File: config.mk
export PLATFORM = sky130hd
export DESIGN_NAME = bank_mapper
export DESIGN_NICKNAME = d
export VERILOG_FILES = /design/src/rtl/bmap_pkg.sv /design/src/rtl/bmap_region_decode.sv /design/src/rtl/bmap_bank_reg.sv /design/src/rtl/bmap_strobe_gen.sv /design/src/rtl/bank_mapper.sv
export SDC_FILE = /design/constraint.sdc
export NUM_CORES = 1
export LEC_CHECK = 0
export BUFFER_PORTS_ARGS = -buffer_cell sky130_fd_sc_hd__buf_2
export CORE_AREA = 2 2 39 41
export DETAILED_ROUTE_END_ITERATION = 10
export DIE_AREA = 0 0 41 43
export GPL_TIMING_DRIVEN = 0
export PLACE_DENSITY_LB_ADDON = 0.12
export SLEW_MARGIN = 20
export SYNTH_ARGS = -nofsm -noshare
export SYNTH_HDL_FRONTEND = slang
export SYNTH_HIERARCHICAL = 1
export SYNTH_SLANG_ARGS = --single-unit
File: constraint.sdc
create_clock -name phi2 -period 2.47 [get_ports phi2]
set_clock_uncertainty 0.2 [all_clocks]
set_input_delay 0.3705 -clock phi2 [delete_from_list [all_inputs] [get_ports phi2]]
set_output_delay 0.3705 -clock phi2 [all_outputs]
set_load 0.05 [all_outputs]
File: src/rtl/bmap_pkg.sv
package bmap_pkg;

  typedef enum logic [2:0] {
    REG_NONE  = 3'd0,
    REG_BASE  = 3'd1,
    REG_BANK  = 3'd2,
    REG_LATCH = 3'd3,
    REG_ROM   = 3'd4
  } region_e;

  // inclusive range test on a 16-bit bus address
  function automatic logic in_span(input logic [15:0] a,
                                   input logic [15:0] lo,
                                   input logic [15:0] hi);
    return (a >= lo) && (a <= hi);
  endfunction

  // assemble the widened SRAM address from a bank number and the low address
  function automatic logic [16:0] join_addr(input logic [1:0]  bank,
                                            input logic [14:0] low);
    return {bank, low};
  endfunction

  // pick the bank field that the current direction uses
  function automatic logic [1:0] pick_bank(input logic       rd_cycle,
                                           input logic [3:0] reg_val);
    return rd_cycle ? reg_val[1:0] : reg_val[3:2];
  endfunction

endpackage

File: src/rtl/bmap_region_decode.sv
module bmap_region_decode
  import bmap_pkg::*;
#(
  parameter logic [15:0] BASE_LO  = 16'h0000,
  parameter logic [15:0] BASE_HI  = 16'h0FFF,
  parameter logic [15:0] BANK_LO  = 16'h1000,
  parameter logic [15:0] BANK_HI  = 16'h7FFF,
  parameter logic [15:0] LATCH_LO = 16'h8400,
  parameter logic [15:0] LATCH_HI = 16'h840F,
  parameter logic [15:0] ROM_LO   = 16'h9000,
  parameter logic [15:0] ROM_HI   = 16'hFFFF
) (
  input  logic        phi2,
  input  logic        rst_n,
  input  logic        rwb,
  input  logic [15:0] addr,
  output region_e     region,
  output logic        ram_cs_n,
  output logic        rom_cs_n,
  output logic        latch_cs_n
);

  logic hit_base, hit_bank, hit_latch, hit_rom;

  always_comb begin
    hit_base  = in_span(addr, BASE_LO, BASE_HI);
    hit_bank  = in_span(addr, BANK_LO, BANK_HI);
    hit_latch = in_span(addr, LATCH_LO, LATCH_HI);
    hit_rom   = in_span(addr, ROM_LO, ROM_HI);
  end

  always_comb begin
    if (hit_base)       region = REG_BASE;
    else if (hit_bank)  region = REG_BANK;
    else if (hit_latch) region = REG_LATCH;
    else if (hit_rom)   region = REG_ROM;
    else                region = REG_NONE;
  end

  always_comb begin
    ram_cs_n   = !((region == REG_BASE) || (region == REG_BANK));
    latch_cs_n = !(region == REG_LATCH);
    rom_cs_n   = !((region == REG_ROM) && rwb);
  end

  AST_SEL_EXCL: assert property (@(posedge phi2) disable iff (!rst_n)
    $onehot0({~ram_cs_n, ~rom_cs_n, ~latch_cs_n}));

  AST_ROM_NO_WRITE: assert property (@(posedge phi2) disable iff (!rst_n)
    !rwb |-> rom_cs_n);

endmodule

File: src/rtl/bmap_bank_reg.sv
module bmap_bank_reg #(
  parameter int BANK_W = 2,
  parameter int DATA_W = 8,
  localparam int REG_W = 2 * BANK_W
) (
  input  logic              phi2,
  input  logic              rst_n,
  input  logic              load_en,
  input  logic [DATA_W-1:0] data_in,
  output logic [REG_W-1:0]  bank_q
);

  always_ff @(negedge phi2 or negedge rst_n) begin
    if (!rst_n)       bank_q <= '0;
    else if (load_en) bank_q <= data_in[REG_W-1:0];
  end

  AST_REG_HOLD: assert property (@(negedge phi2) disable iff (!rst_n)
    !load_en |=> $stable(bank_q));

endmodule

File: src/rtl/bmap_strobe_gen.sv
module bmap_strobe_gen (
  input  logic phi2,
  input  logic rst_n,
  input  logic rwb,
  output logic rd_n,
  output logic wr_n
);

  always_comb begin
    rd_n = !(phi2 && rwb);
    wr_n = !(phi2 && !rwb);
  end

  AST_STROBE_EXCL: assert property (@(negedge phi2) disable iff (!rst_n)
    rd_n || wr_n);

  AST_STROBE_IDLE: assert property (@(posedge phi2) disable iff (!rst_n)
    rd_n && wr_n);

endmodule

File: src/rtl/bank_mapper.sv
module bank_mapper
  import bmap_pkg::*;
#(
  parameter int DATA_W = 8,
  parameter int BANK_W = 2,
  parameter int OFF_W  = 15,
  localparam int SRAM_W = BANK_W + OFF_W
) (
  input  logic              phi2,
  input  logic              rst_n,
  input  logic              rwb,
  input  logic [15:0]       addr,
  input  logic [DATA_W-1:0] data_in,
  output logic              ram_cs_n,
  output logic              rom_cs_n,
  output logic              latch_cs_n,
  output logic [SRAM_W-1:0] sram_addr,
  output logic              rd_n,
  output logic              wr_n
);

  region_e             region;
  logic                reg_load;
  logic [2*BANK_W-1:0] bank_q;
  logic [BANK_W-1:0]   cur_bank;

  bmap_region_decode u_dec (
    .phi2       (phi2),
    .rst_n      (rst_n),
    .rwb        (rwb),
    .addr       (addr),
    .region     (region),
    .ram_cs_n   (ram_cs_n),
    .rom_cs_n   (rom_cs_n),
    .latch_cs_n (latch_cs_n)
  );

  assign reg_load = (region == REG_LATCH) && !rwb;

  bmap_bank_reg #(.BANK_W(BANK_W), .DATA_W(DATA_W)) u_reg (
    .phi2    (phi2),
    .rst_n   (rst_n),
    .load_en (reg_load),
    .data_in (data_in),
    .bank_q  (bank_q)
  );

  always_comb begin
    if (region == REG_BASE) cur_bank = '0;
    else                    cur_bank = pick_bank(rwb, bank_q);
    sram_addr = join_addr(cur_bank, addr[OFF_W-1:0]);
  end

  bmap_strobe_gen u_stb (
    .phi2  (phi2),
    .rst_n (rst_n),
    .rwb   (rwb),
    .rd_n  (rd_n),
    .wr_n  (wr_n)
  );

  AST_BASE_BANK0: assert property (@(posedge phi2) disable iff (!rst_n)
    (addr < 16'h1000) |-> (sram_addr[SRAM_W-1:OFF_W] == '0 && !ram_cs_n));

  AST_SEL_PHASE: assert property (@(posedge phi2) disable iff (!rst_n)
    $stable(addr) && $stable(rwb) && $stable(bank_q) |-> $stable(ram_cs_n) && $stable(rom_cs_n));

endmodule

==> impl_metrics.ini <==
[synth]
synth.cell_area_um2 = 395
syn_inst = 43
synth_top_area_share_pct = 28.5
yosys-top-cells-count = buf_4 (15), dfrtn_1 (4), mux2_2 (4)
synth_area_leaders = buf_4 (28%), dfrtn_1 (25%), mux2_2 (11%), mux2i_1 (5.1%), and4bb_2 (3.2%)
synth_most_common_cell = buf_4
async_reset_ff_share_pct = 100
ys.flop_type = dfrtn_1
synthDistinctLibCells = 20
ys_ff_latch = 4
synth_edf_count = 0
synth_area_leader_cell = buf_4
yosysWarnings = 6
syn_area_per_cell_um2 = 9.19
syn_nets = 70
synth-seq-area-share_pct = 25.3

[sta]
drv_slew = 0
worstMarginPinSlew_ns = 0.627
rsz0062_at_grt = true
finalSetupViolCount = 6
slew_headroom_pct = 58.1
whs_ns = 0.280
worst_slack_ns = -0.468
finalHoldViolCount = 0

[global_routing]
grt_pass1_wl_mm = 1.64
grt_max_degree = 7
antenna_found_initial = 0
grt_pass1_vias = 450
grtUsageTotal_pct = 15.4
grt_overflow = 0

[drt]
viasPerCell = 4.17
dr.pass1.iters = 4
drc = 0
antenna_left = 0
drt_iter0_markers = 2
wl_mm = 1.03
dr_total_vias = 454
wl_per_cell_um = 9.44

[outcome]
outcome = complete, but fails checks
violations = setup timing

[cells_and_area]
largest_reg_flops = 4
nNetsFinal = 121
regMostFlops = u_reg/bank_q
drive_gt1_share_pct = 83.9
top_regs = u_reg/bank_q x4
n_fill_cell = 137
syn_to_final_growth_pct = 94.6
antenna_cells = 0

[place]
port_buffers = 40
dp.final_hpwl_um = 790
globalplace.congestion = 0.697
place_ws_ns = -0.867

[worst_setup_path]
cp_top_family = simple AND/OR/NAND/NOR gates
crit_required_ns = 1.23
reg2reg_depth = 2
cp_max_fo = 4
cp-end-kind = register
endpoint = u_reg/bank_q[1]
crit_slowest_cell = or3_4
r2r-start = u_reg/bank_q[2]
cp.arrival_ns = 1.70
startpoint_type = input pin
rr_endpoint = u_reg/bank_q[2]
cp_num_buf_inv = 1
critPathKind = in -> reg
crit_cells = 5
cp_cell_sequence = buf_2 > or3_4 > and2_4 > and4bb_4 > mux2_4
regToRegSetupSlack_ns = 1.37
crit_start = addr[12]
slowest_delay_ns = 0.38

[clock_tree]
cts_tree = built
cts.hold.buffers_added = 0
clk_transition_reported_paths_ns = 0.03
worst_skew_pair.late_latency_ns = 0.36

[run]
maxCapViolCount = 0

[power]
p_leak_nw = 0.403
ir_drop_mv = 0.806
p_per_area_nw_per_um2 = 703

[floorplanning]
start_util_pct = 28.6
chipHeight_um = 43
coreArea_um2 = 1380
placement_rows = 14
dieArea_um2 = 1760
design.portCount = 49
die_w_um = 41

[worst_hold_path]
min_path_type = reg -> reg
==> metrics by stage <==
step / area (µm²) / setup TNS (ns) / total power, W / instances / util, %
after CTS: 738 / -2.79 / 0.000548 / 108 / 53.3
after floorplan: 419 / -5.00 / 0.000271 / 43 / -
final: 769 / -2.78 / 0.000541 / 109 / 55.6
after detailed placement: 639 / -3.81 / 0.000327 / 99 / 46.2
after global routing: 769 / -3.07 / 0.000592 / 109 / 55.6
after global placement: 639 / -3.78 / 0.000326 / 99 / 46.2
==> cells in the final DEF, fill, tap and decap left out, drive strengths merged, types with 2 or more instances in the layout <==
cell type / count
nor2: 2
mux2: 4
buf: 57
clkbuf: 9
nor3: 2
dfrtn: 4
nand2: 2
and2: 2
mux2i: 2
==> report_power, final <==
group          internal [W]  total [W]  switching [W]
Sequential        0.0000762  0.0000826     0.00000638
Clock              0.000148   0.000275       0.000126
Combinational     0.0000782   0.000184       0.000106
==> timing repair <==
action,CTS,global route
pin swaps,1,3
resized for setup,10,7
endpoints found under the setup margin,6,6
setup buffers,1,1
==> cell type report <==
class / count / area [µm²] / area share (%)
Timing Repair Buffer: 40 / 234 / 30.4
Multi-Input combinational cell: 23 / 233 / 30.2
Buffer: 16 / 116 / 15.1
Sequential cell: 4 / 100 / 13.0
Clock buffer: 10 / 66.3 / 8.62
Tap cell: 16 / 20.0 / 2.60
==> metal layers <==
metal | track usage [%] | routed length, µm
met5 | 0 | 0
met4 | 22.0 | 0
met3 | 9.95 | 62
met2 | 19.4 | 609
met1 | 12.6 | 357
==> worst min-delay path by stage <==
stage | depth (start not counted) | slack [ns] | end | startpoint
6_report | 1 | 0.28 | u_reg/bank_q[0] | u_reg/bank_q[0]
4_1_cts | 1 | 0.28 | u_reg/bank_q[0] | u_reg/bank_q[0]
3_5_place_dp | 1 | 0.26 | u_reg/bank_q[0] | u_reg/bank_q[0]
5_1_grt | 1 | 0.30 | u_reg/bank_q[3] | u_reg/bank_q[3]
2_1_floorplan | 1 | 0.24 | u_reg/bank_q[2] | u_reg/bank_q[2]
3_3_place_gp | 1 | 0.25 | u_reg/bank_q[1] | u_reg/bank_q[1]
==> logic make-up (layout without fill, tap and decap cells) <==
group | after synthesis | in the layout | share of synthesized area [%]
buffers and inverters | 16 | 66 | 29.4
AOI/OAI and AO/OA | 2 | 2 | 2.53
muxes | 6 | 6 | 16.5
and+or+nand+nor | 15 | 15 | 26.3
DFF | 4 | 4 | 25.3
Power figures use the tool's default switching activity.
